--- config.mk ---
export PLATFORM = sky130hd
export DESIGN_NAME = triplet_presel
export DESIGN_NICKNAME = d
export VERILOG_FILES = /design/src/rtl/triplet_presel.sv
export SDC_FILE = /design/constraint.sdc
export NUM_CORES = 1
export LEC_CHECK = 0
export BUFFER_PORTS_ARGS = -buffer_cell sky130_fd_sc_hd__buf_4
export CORE_MARGIN = 2
export CORE_UTILIZATION = 57
export CTS_CLUSTER_DIAMETER = 100
export DETAILED_ROUTE_END_ITERATION = 12
export PLACE_DENSITY = 0.77
export SLEW_MARGIN = 15
export SYNTH_ARGS = -nofsm -noshare
export SYNTH_HDL_FRONTEND = slang
export SYNTH_SLANG_ARGS = --single-unit
--- constraint.sdc ---
create_clock -name clk -period 7.61 [get_ports clk]
set_clock_uncertainty 0.2 [all_clocks]
set_input_delay 0.3805 -clock clk [delete_from_list [all_inputs] [get_ports clk]]
set_output_delay 0.3805 -clock clk [all_outputs]
set_load 0.02 [all_outputs]
--- src/rtl/triplet_presel.sv ---
module triplet_presel #(
  parameter int Z_W     = 10,
  parameter int PHI_W   = 10,
  parameter int DEPTH   = 16,
  parameter int FRAME_W = 8,
  localparam int IDX_W  = $clog2(DEPTH),
  localparam int CNT_W  = $clog2(DEPTH + 1),
  localparam int LIM_W  = (Z_W > PHI_W ? Z_W : PHI_W) + 2
) (
  input  logic               clk,
  input  logic               rst_n,
  input  logic               hit_valid,
  output logic               hit_ready,
  input  logic               hit_eof,
  input  logic [1:0]         hit_layer,
  input  logic [Z_W-1:0]     hit_z,
  input  logic [PHI_W-1:0]   hit_phi,
  input  logic               cfg_we,
  input  logic [2:0]         cfg_addr,
  input  logic [LIM_W-1:0]   cfg_data,
  output logic               trip_valid,
  input  logic               trip_ready,
  output logic [FRAME_W-1:0] trip_frame,
  output logic [IDX_W-1:0]   trip_i0,
  output logic [IDX_W-1:0]   trip_i1,
  output logic [IDX_W-1:0]   trip_i2,
  output logic               frame_done
);

  logic signed [Z_W-1:0] zmem [3][DEPTH];
  logic [PHI_W-1:0]      pmem [3][DEPTH];
  logic [CNT_W-1:0]      cnt  [3];
  logic signed [LIM_W-1:0] win [8];
  logic busy, done_q;
  logic [FRAME_W-1:0] frame;
  logic [IDX_W-1:0] i0, i1, i2;

  function automatic logic inwin(input logic signed [LIM_W-1:0] v, lo, hi);
    return (v >= lo) && (v <= hi);
  endfunction

  function automatic logic signed [LIM_W-1:0] zstep(input logic signed [Z_W-1:0] a, b);
    logic signed [LIM_W-1:0] ea, eb;
    ea = LIM_W'(a);
    eb = LIM_W'(b);
    return eb - ea;
  endfunction

  function automatic logic signed [LIM_W-1:0] pstep(input logic [PHI_W-1:0] a, b);
    logic [PHI_W-1:0] d;
    d = b - a;
    if (d[PHI_W-1]) d = ~d + PHI_W'(1);
    return $signed({{(LIM_W-PHI_W){1'b0}}, d});
  endfunction

  logic p01, p12, last0, last1, last2, adv, end1, end2, end0;

  assign p01 = inwin(zstep(zmem[0][i0], zmem[1][i1]), win[0], win[1]) &&
               inwin(pstep(pmem[0][i0], pmem[1][i1]), win[2], win[3]);
  assign p12 = inwin(zstep(zmem[1][i1], zmem[2][i2]), win[4], win[5]) &&
               inwin(pstep(pmem[1][i1], pmem[2][i2]), win[6], win[7]);

  assign last0 = (CNT_W'(i0) + CNT_W'(1)) == cnt[0];
  assign last1 = (CNT_W'(i1) + CNT_W'(1)) == cnt[1];
  assign last2 = (CNT_W'(i2) + CNT_W'(1)) == cnt[2];

  assign hit_ready  = !busy;
  assign trip_valid = busy && p01 && p12;
  assign adv        = busy && (!trip_valid || trip_ready);
  assign end2       = !p01 || last2;
  assign end1       = end2 && last1;
  assign end0       = end1 && last0;

  assign trip_frame = frame;
  assign trip_i0    = i0;
  assign trip_i1    = i1;
  assign trip_i2    = i2;
  assign frame_done = done_q;

  always_ff @(posedge clk) begin
    if (!rst_n) begin
      busy   <= 1'b0;
      done_q <= 1'b0;
      frame  <= '0;
      i0 <= '0; i1 <= '0; i2 <= '0;
      for (int l = 0; l < 3; l++) cnt[l] <= '0;
      for (int w = 0; w < 8; w++)
        win[w] <= (w % 2 == 0) ? {1'b1, {(LIM_W-1){1'b0}}} : {1'b0, {(LIM_W-1){1'b1}}};
    end else begin
      done_q <= 1'b0;
      if (cfg_we) win[cfg_addr] <= $signed(cfg_data);
      if (!busy && hit_valid) begin
        if (hit_eof) begin
          i0 <= '0; i1 <= '0; i2 <= '0;
          if (cnt[0] != '0 && cnt[1] != '0 && cnt[2] != '0) begin
            busy <= 1'b1;
          end else begin
            done_q <= 1'b1;
            frame  <= frame + FRAME_W'(1);
            for (int l = 0; l < 3; l++) cnt[l] <= '0;
          end
        end else begin
          for (int l = 0; l < 3; l++)
            if (hit_layer == 2'(l) && cnt[l] < CNT_W'(DEPTH)) begin
              zmem[l][IDX_W'(cnt[l])] <= hit_z;
              pmem[l][IDX_W'(cnt[l])] <= hit_phi;
              cnt[l] <= cnt[l] + CNT_W'(1);
            end
        end
      end
      if (adv) begin
        if (end2) begin
          i2 <= '0;
          if (end1) begin
            i1 <= '0;
            if (end0) begin
              i0     <= '0;
              busy   <= 1'b0;
              done_q <= 1'b1;
              frame  <= frame + FRAME_W'(1);
              for (int l = 0; l < 3; l++) cnt[l] <= '0;
            end else i0 <= i0 + IDX_W'(1);
          end else i1 <= i1 + IDX_W'(1);
        end else i2 <= i2 + IDX_W'(1);
      end
    end
  end


  ready_low_busy_chk: assert property (@(posedge clk) disable iff (!rst_n)
    trip_valid |-> !hit_ready);


  stall_hold_chk: assert property (@(posedge clk) disable iff (!rst_n)
    trip_valid && !trip_ready |=> trip_valid && $stable({trip_frame, trip_i0, trip_i1, trip_i2}));


  done_pulse_chk: assert property (@(posedge clk) disable iff (!rst_n)
    frame_done |=> !frame_done);


  frame_step_chk: assert property (@(posedge clk) disable iff (!rst_n)
    frame_done |-> trip_frame == FRAME_W'($past(trip_frame) + FRAME_W'(1)));


  idx_range_chk: assert property (@(posedge clk) disable iff (!rst_n)
    trip_valid |-> (CNT_W'(trip_i0) < cnt[0]) && (CNT_W'(trip_i1) < cnt[1]) && (CNT_W'(trip_i2) < cnt[2]));

endmodule

### Word-level counts from Yosys, hierarchy flattened

Memories as Yosys holds them, arrays and structs flattened.
Index checks and enable logic that the tools add are counted.

* add/sub/neg operators: 16
* magnitude comparators: 20
* equality and inequality tests: 5
* mux-type cells: 116
* bitwise operators: 17
* reductions and logical operators: 37

Operators with widths (number)
* $mux 160: 11
* $reduce_or 160->1: 4
* $bmux 10 s4: 6
* $mux 10: 17
* $demux 10 s4: 3
* $mux 4: 15
* $mux 8: 7
* $ge 11x12->1: 4
* $le 11x12->1: 4
* $mux 5: 9
* $mux 1: 42
* $ge 5x5->1 const B: 6
* $not 4->5: 6
* $sub 10x10->11: 2
* $add 10x1->10 const B: 2
* $logic_and 1x1->1: 20
* $not 10->10: 2
* $sub 10x10->10: 2
* $add 4x1->5 const B: 3
* $add 5x1->5 const B: 3
* $eq 5x5->1: 3
* $lt 5x1->1 const B: 3
* $lt 5x5->1 const B: 3
* $reduce_bool 5->1: 3
* 14 further kinds: 31

* register bits after elaboration: 22
* RAM bits: 1071
* bits of input ports: 43
* output and inout bits: 23
* memories: 4

Memories
* pmem: words 3, width 160, read ports 3, clocked after memory_dff 0, wr ports 1, line 31 `logic [PHI_W-1:0] pmem [3][DEPTH];`
* zmem: words 3, width 160, read ports 3, clocked after memory_dff 0, wr ports 1, line 30 `logic signed [Z_W-1:0] zmem [3][DEPTH];`
* win: words 8, width 12, read ports 8, clocked after memory_dff 0, wr ports 8, line 33 `logic signed [LIM_W-1:0] win [8];`
* cnt: words 3, width 5, read ports 3, clocked after memory_dff 0, wr ports 3, line 32 `logic [CNT_W-1:0] cnt [3];`

### Logic depth before layout (Yosys ltp)

Gate-level depths: netlist of run 1.

* word-level depth: 22
* mapped depth: 34

### Worst setup path after synthesis of run 1

No wires, ideal clock.

* path type: flip-flop to flip-flop
* start point: register i2[0], in the netlist trip_i2[0]
* end point: memory cnt[0][0] in the netlist's numbering, enable pin
* setup time: 314 ps
* arrival time: 7640 ps
* required time: 7096 ps
* path slack: -544 ps
* cell stages (with the launch flop): 28
* period minus slack after synthesis: 8154 ps
* cell sequence: dfxtp_1 -> buf_1 -> clkbuf_1 -> buf_1 -> mux4_2 -> mux4_2 -> ha_1 -> o21ai_0 -> a21boi_0 -> o21ai_0 -> a21boi_0 -> o21ai_0 -> a21o_1 -> and3_1 -> clkbuf_1 -> or2_2 -> nor4b_1 -> ha_1 -> nand2_1 -> o31ai_1 -> or4_1 -> a21oi_1 -> a211o_1 -> or4b_2 -> nor2b_1 -> o31ai_2 -> buf_2 -> nand4_1

RTL lines
* from (decl): line 36 `logic [IDX_W-1:0] i0, i1, i2;`
* from (signal assigned): line 124 `end else i2 <= i2 + IDX_W'(1);`
* to (decl): line 32

### Final worst setup path of run 1

* start point: register i2[0], in the netlist trip_i2[0]
* end point: output port trip_valid

* longest elaborated chain between the ends: 12
* elaborated cells between the ends (all ways): 20
* classes of those cells: add/sub: 3; order compare: 4; mux: 7; bitwise: 2; reduce/logical: 4

RTL lines
* $not 4->5 (implied by the code) (*): line 60, 61
* $bmux 10 s4: line 61 `inwin(pstep(pmem[1][i1], pmem[2][i2]), win[6], win[7]);`
* $mux 10 (implied by the code) (2 in a row): line 61
* $sub 10x10->10: line 51 `d = b - a;`
* $not 10->10: line 52 `if (d[PHI_W-1]) d = ~d + PHI_W'(1);`
* $add 10x1->10: line 52
* $mux 10: line 52
* $ge 11x12->1 or $le 11x12->1 (tied branches): line 39 `return (v >= lo) && (v <= hi);`
* $logic_and 1x1->1: line 39
* $logic_and 1x1->1 (*): line 60 `assign p12 = inwin(zstep(zmem[1][i1], zmem[2][i2]), win[4], win[5]) &&`
* $logic_and 1x1->1 (*): line 68 `assign trip_valid = busy && p01 && p12;`
* to (decl): line 21 `output logic trip_valid,`

Mark *: on every way between the ends. The rest lies on a longest branch, timed or not. The select of a mux whose other input is x is not followed.

==> results of run 1 <==
[registers in the layout, summed over array words and instances, names as in the netlist]
| register | flops |
|---|---|
| pmem | 480 |
| zmem | 480 |
| win | 96 |
| cnt | 15 |
| trip_frame | 8 |
| trip_i0 | 4 |
| trip_i1 | 4 |
| trip_i2 | 4 |
| busy | 1 |
| frame_done | 1 |
[power breakdown]
group          switching [mW]  internal [mW]  leakage (nW)  total, mW
combinational           0.470          0.291          6.10      0.761
clock                    2.21           2.87          1.63       5.08
sequential             0.0344           6.65          9.91       6.68
[cell usage after synthesis (7+ instances only)]
cell type / instances / share of area
a211oi_1: 7 / 0.0011
a21boi_0: 8 / 0.0013
a21o_1: 15 / 0.0024
a21oi_1: 89 / 0.0095
a221oi_1: 55 / 0.010
a22oi_1: 23 / 0.0037
and2_1: 91 / 0.012
and3_1: 11 / 0.0015
buf_1: 31 / 0.0025
buf_2: 8 / 0.00085
clkbuf_1: 88 / 0.0070
dfxtp_1: 22 / 0.0094
edfxtp_1: 1071 / 0.69
ha_1: 142 / 0.038
inv_1: 146 / 0.012
mux2_2: 29 / 0.0070
mux2i_1: 132 / 0.028
mux4_2: 186 / 0.089
nand2_1: 80 / 0.0064
nand2b_1: 37 / 0.0049
nand3_1: 25 / 0.0027
nand4_1: 13 / 0.0017
nor2_1: 71 / 0.0057
nor2b_1: 22 / 0.0029
nor3_1: 32 / 0.0034
nor3b_1: 9 / 0.0014
nor4_1: 13 / 0.0017
o211ai_1: 7 / 0.0011
o21a_1: 27 / 0.0043
o21ai_0: 92 / 0.0098
or3_1: 40 / 0.0053
xnor2_1: 28 / 0.0052
xor2_1: 28 / 0.0052
[critical path: cells and delay by family (launching register included)]
| family | cells | cell delay, ns |
|---|---|---|
| buffers and inverters | 4 | 0.68 |
| flip-flops | 1 | 0.46 |
| multiplexers | 2 | 0.98 |
| AND/OR/NAND/NOR | 6 | 1.09 |
| AO/OA/AOI/OAI | 9 | 2.16 |
| XOR/XNOR | 1 | 0.10 |
| adder cells (fa/ha/maj) | 2 | 0.65 |
[cell families (layout without fill, tap and decap cells)]
logic type | count (synthesis) | in the layout | share of synthesized area
adder cells (fa/ha/maj) | 146 | 146 | 0.0396
buffers and inverters | 275 | 560 | 0.0224
flip-flops | 1093 | 1093 | 0.695
AND/OR/NAND/NOR | 471 | 471 | 0.0548
multiplexers | 347 | 347 | 0.124
XOR/XNOR | 57 | 57 | 0.0108
AO/OA/AOI/OAI | 376 | 376 | 0.0534
other | 0 | 6 | 0
[per-stage QoR]
stage                     instance area [sq um]  hold slack, ns  cells
final                                     53300          0.0134   4126
after global routing                      53200          0.0204   4120
after CTS                                 52900        0.000745   4098
after detailed placement                  49300           0.283   3889
after global placement                    49300           0.273   3889
after floorplan                           46900           0.279   2765
[worst min path at each step]
| stage | end | cells past startpoint |
|---|---|---|
| floorplan | pmem[0][0] | 0 |
| global placement | trip_frame[7] | 2 |
| detailed placement | trip_frame[7] | 2 |
| CTS | zmem[0][351] | 1 |
| global route | zmem[0][351] | 1 |
| finish | pmem[0][9] | 1 |
[per-layer routing]
layer / share of wire / vias to the layer above / global-route usage / routed length (um)
met2: 0.50 / 1431 / 0.463 / 59000
li1: - / 11300 / - / -
met1: 0.37 / 13600 / 0.362 / 43100
met5: 0.00047 / - / 0 / 55
met4: 0.039 / 8 / 0.110 / 4640
met3: 0.092 / 280 / 0.0534 / 10800
[cell type report]
| type | count | area share |
|---|---|---|
| multi-input cells | 1397 | 0.255 |
| flip-flops and latches | 1093 | 0.613 |
| clock buffers | 124 | 0.0513 |
| repair buffers | 222 | 0.0339 |
| well taps | 1070 | 0.0251 |
| diodes | 6 | 0.000282 |
| inverters | 147 | 0.0104 |
| clock inverters | 67 | 0.0114 |
[timing repair]
action / in CTS / in global routing
pin swaps: 1 / 6
endpoints found under the setup margin: 1 / 38
hold endpoints to repair: 100 / 0
hold buffers: 16 / 0
buffers inserted: 2 / 21
gates resized for setup: 7 / 45
==> run_results.csv, run 1 <==
group,metric,value,unit
sta,fin_tns_setup,0,ns
synthesis,syn_avg_cell_area,17.0,sq um
setup_path,worst_setup_path_start_kind,"flop",
synthesis,synth_warnings,0,
detailed_routing,wirelength,118,mm
global_routing,grtUsageTotal,0.277,
hold_path,hold_start,"hit_phi[9]",
global_routing,first_global_vias,26700,
final_layout,layout-drive-gt1-share,0.214,
clock_network,cts_buffer_depth,3,
placed_design,gp_congestion,0.897,
setup_path,cpMostUsedCell,"buf_4",
clock_network,cts.sinks,1093,
setup_path,r2r_cells,26,
synthesis,synth_ff_type,"edfxtp_1",
setup_path,path_class,"reg2out",
setup_path,r2r-start,"trip_i2[0]",
floorplan,fp.coreArea,0.0818,sq mm
floorplan,boundaryPins,66,
sta,hold_violations,0,
setup_path,cp.required,7.03,ns
sta,fin_ws,0.230,ns
pwr,vdd_drop_max,0.198,mV
sta,tightest_slew,1.12,ns
outcome,status,"finished clean",
setup_path,rrSetupSlack,0.27,ns
run,maxCapViolCount,0,
final_layout,area_growth,13.5,%
setup_path,worst_setup_path_end_kind,"primary output",
pwr,p_total,12.5,mW
detailed_routing,drc,0,
synthesis,netlist_instances,2765,
final_layout,final_cell_mix,"1,071 x edfxtp_1, 195 x buf_4, 186 x mux4_2",
sta,finalCritPeriodShare,0.970,
pwr,leakagePower,17.6,nW
setup_path,endpoint,"trip_valid",
pwr,powerDensity,235,mW/mm^2
floorplan,num_rows,105,
final_layout,fin_util,0.651,
detailed_routing,dr.first_iter.drc_count,3252,
detailed_routing,wire_per_inst,28.5,um
detailed_routing,num_vias,26600,
final_layout,seq_area,0.0326,sq mm
sta,timing.fmax,135,MHz
global_routing,overflow,0,
sta,slew_viol_final,0,
detailed_routing,drtPass1Iterations,6,
setup_path,crit_chain,"buf_4 > buf_4 > mux4_2 > mux4_2 > ha_1 > o21ai_0 > a21boi_1 > o21ai_1 > a21boi_1 > o21ai_1 > a21o_1 > and3_2 > nor3_1 > xor2_1 > buf_4 > ha_1 > and3_1 > a311oi_1 > nor3b_1 > a2111o_1 > a2111oi_2 > or3b_2 > nor3_4 > buf_4",
global_routing,grt_start_max_net_pins,49,
synthesis,ys_seq_area_frac,0.695,
setup_path,crit_arrival,6.80,ns
setup_path,slowest_stage,"mux4_2",
floorplan,start_util,0.573,
synthesis,synthArstFlopShare,0,
synthesis,netlist_area,0.0469,sq mm
clock_network,htreeDepth,3,
setup_path,rr_endpoint,"trip_frame[4]",
hold_path,hold_path.class,"in2reg",
setup_path,crit_start,"trip_i2[0]",
setup_path,crit_fanout,9,
final_layout,fin_nets,3155,
global_routing,grt_antenna_before_repair,3,
synthesis,yosysUniqueCellTypes,73,
clock_network,numCtsBuffers,105,
final_layout,multi_input_area,0.0136,sq mm
global_routing,grt_pass1_wl,172,mm
detailed_routing,antenna_left,0,
synthesis,ys_ff_latch,1093,
detailed_routing,via_per_inst,6.46,
floorplan,die_h,291,um
floorplan,die_x,291,um
clock_network,clock_latency,0.67,ns
sta,slew_headroom,0.252,
final_layout,final_common_cell,"edfxtp_1",
sta,fin_crit,7.38,ns
clock_network,cts-root-buf,"clkbuf_16",
placed_design,dp_hpwl,71.8,mm
clock_network,cts_tree,"done",
placed_design,io_buffers,65,
setup_path,cpPeakStageDelay,0.51,ns
clock_network,cts.clk_slew.worst_paths,0.06,ns
synthesis,synth_edf_count,1071,
placed_design,preCtsSetupSlack,0.0764,ns
floorplan,dieArea,0.0846,sq mm
final_layout,fill_cells,5365,
synthesis,synth_fp_nets,2954,
sta,setup_violations,0,
Power figures use the tool's default switching activity.
==> inputs of run 2 (changes only) <==
--- a/config.mk
+++ b/config.mk
@@ -7,10 +7,10 @@
 export LEC_CHECK = 0
 export BUFFER_PORTS_ARGS = -buffer_cell sky130_fd_sc_hd__buf_4
 export CORE_MARGIN = 2
-export CORE_UTILIZATION = 57
+export CORE_UTILIZATION = 50
 export CTS_CLUSTER_DIAMETER = 100
 export DETAILED_ROUTE_END_ITERATION = 12
-export PLACE_DENSITY = 0.77
+export PLACE_DENSITY = 0.67
 export SLEW_MARGIN = 15
 export SYNTH_ARGS = -nofsm -noshare
 export SYNTH_HDL_FRONTEND = slang
==> constraint.sdc (replaced) <==
create_clock -name clk -period 9.2 [get_ports clk]
set_clock_uncertainty 0.2 [all_clocks]
set_input_delay 0.46 -clock clk [delete_from_list [all_inputs] [get_ports clk]]
set_output_delay 0.46 -clock clk [all_outputs]
set_load 0.02 [all_outputs]
==> run_results.csv, run 2 (same netlist as run 1, synthesis figures left out) <==
group,metric,value,unit
placed_design,dp.cells,4036,
floorplan,fp.coreArea,0.0932,sq mm
clock_network,cts_buffer_depth,3,
sta,setup_violations,0,
final_layout,final_common_cell,"edfxtp_1",
detailed_routing,wirelength,117,mm
setup_path,slowest_stage,"buf_4",
pwr,leakagePower,17.4,nW
floorplan,num_rows,112,
final_layout,layout-drive-gt1-share,0.193,
detailed_routing,drtPass1Iterations,5,
pwr,vdd_drop_max,0.147,mV
clock_network,cts.sinks,1093,
sta,fin_tns_setup,0,ns
hold_path,hold_path.class,"in2reg",
detailed_routing,num_vias,25700,
clock_network,cts-root-buf,"clkbuf_16",
sta,slew_headroom,0.205,
outcome,status,"finished clean",
placed_design,dp_hpwl,72.0,mm
final_layout,postLayoutCellArea,0.0531,sq mm
clock_network,cts.clk_slew.worst_paths,0.07,ns
setup_path,path_class,"reg2out",
hold_path,worstHoldPathCells,4,
setup_path,cp.required,8.54,ns
setup_path,cpPeakStageDelay,0.80,ns
detailed_routing,drc,0,
floorplan,die_h,310,um
detailed_routing,wire_per_inst,27.4,um
setup_path,crit_fanout,47,
final_layout,fill_cells,7023,
final_layout,final_cell_mix,"1,071 x edfxtp_1, 186 x mux4_2, 146 x inv_1",
sta,rsz0062_at_grt,"no",
pwr,pwr-share-clk,0.429,
placed_design,gp_congestion,0.867,
setup_path,worst_setup_path_start_kind,"flop",
sta,tightest_slew,1.19,ns
clock_network,clock_latency,0.68,ns
pwr,p_sw,2.26,mW
final_layout,area_growth,13.2,%
placed_design,io_buffers,65,
setup_path,crit_chain,"buf_4 > mux4_2 > mux4_2 > ha_1 > o21ai_0 > a21boi_0 > o21ai_0 > a21o_1 > and3_1 > or2_2 > nor4b_1 > ha_1 > nand2_1 > o31ai_1 > or4_1 > a21oi_1 > a211o_1 > or3b_2 > nor3_1 > buf_4",
global_routing,first_global_vias,26000,
floorplan,boundaryPins,66,
global_routing,grt_start_max_net_pins,49,
sta,timing.fmax,118,MHz
setup_path,crit_arrival,7.82,ns
floorplan,dieArea,0.0963,sq mm
floorplan,start_util,0.504,
detailed_routing,dr.first_iter.drc_count,2686,
placed_design,placed_cell_area,0.0492,sq mm
final_layout,fin_cells,4255,
sta,slew_viol_final,0,
final_layout,seq_area,0.0326,sq mm
global_routing,overflow,0,
detailed_routing,antenna_left,0,
pwr,powerDensity,201,mW/mm^2
floorplan,die_x,310,um
global_routing,grtUsageTotal,0.244,
clock_network,cts_tree,"done",
final_layout,fin_nets,3096,
final_layout,multi_input_area,0.0134,sq mm
detailed_routing,via_per_inst,6.03,
global_routing,grt_antenna_before_repair,7,
run,maxCapViolCount,0,
sta,hold_violations,0,
pwr,power.internal,8.45,mW
sta,fin_crit,8.48,ns
setup_path,worst_setup_path_end_kind,"primary output",
global_routing,grt_pass1_wl,170,mm
sta,finalCritPeriodShare,0.921,
clock_network,numCtsBuffers,108,
clock_network,htreeDepth,3,
setup_path,r2r_cells,22,
pwr,p_total,10.7,mW
pwr,seqPwrFrac,0.517,
pwr,p_sw_frac,0.211,
pwr,p_comb_frac,0.055,
sta,whs,0.0476,ns
==> run 2: cell count changes in the layout (fill, tap and decap cells not counted), moves of 4 or more <==
cell,before,now
a221oi_1,49,55
a221oi_2,6,0
buf_12,5,1
buf_4,195,144
bufinv_16,9,18
clkbuf_1,17,22
clkbuf_16,106,112
clkinv_1,27,21
diode_2,6,1
nor2_2,8,4
nor2_4,0,4
==> run 2: power groups by stage <==
| stage | combinational [mW] | sequential, mW | clock, mW |
|---|---|---|---|
| floorplan | 0.356 | 5.62 | 0 |
| global placement | 0.554 | 5.64 | 0 |
| detailed placement | 0.572 | 5.64 | 0 |
| CTS | 0.580 | 5.54 | 4.66 |
| global route | 0.647 | 5.53 | 4.84 |
| finish | 0.585 | 5.53 | 4.59 |
==> run 2: path summary, 6_finish.rpt <==
| path | from | slack, ns | to |
|---|---|---|---|
| setup / recovery | trip_i2[0] | 0.72 | trip_valid |
| hold / removal | hit_eof | 0.05 | trip_i1[1] |
| setup reg to reg | trip_i2[0] | 0.96 | cnt[0][8] |
| hold reg to reg | trip_frame[7] | 0.32 | trip_frame[7] |
==> run 2: final cells by class <==
cell class              count  share of cell area
flip-flops and latches   1093               0.614
multi-input cells        1397               0.253
clock buffers             134              0.0543
well taps                1254              0.0295
repair buffers            160              0.0236
clock inverters            69              0.0156
inverters                 147              0.0104
diodes                      1           0.0000471
==> run 2: critical path, delay by kind of cell (launching register included) <==
| family | cells | cell delay [ns] |
|---|---|---|
| and+or+nand+nor | 7 | 2.22 |
| AOI/OAI and AO/OA | 7 | 1.50 |
| muxes | 2 | 1.13 |
| adders and majority gates | 2 | 0.57 |
| buffers and inverters | 2 | 1.03 |
| DFF | 1 | 0.63 |
==> run 2: what timing repair did <==
item	4_1_cts	5_1_grt
setup endpoints to repair	0	1
hold endpoints to repair	91	0
gates resized for setup	0	1
hold buffers	14	0
setup buffers	0	1
==> run 2: routing by layer <==
layer  vias to the layer above  global-route usage  part of all wire
met5                         -                   0           0.00043
met4                         8              0.0838             0.032
met3                       198              0.0451             0.072
met2                       905               0.401              0.49
met1                     13400               0.329              0.41
li1                      11200                   -                 -
==> run 2: metrics by stage <==
step | util | setup WS, ns
4_1_cts | 0.570 | 0.367
3_5_place_dp | 0.528 | 0.914
6_report | 0.570 | 0.723
2_1_floorplan | - | 1.05
3_3_place_gp | 0.528 | 1.03
5_1_grt | 0.570 | 0.0852
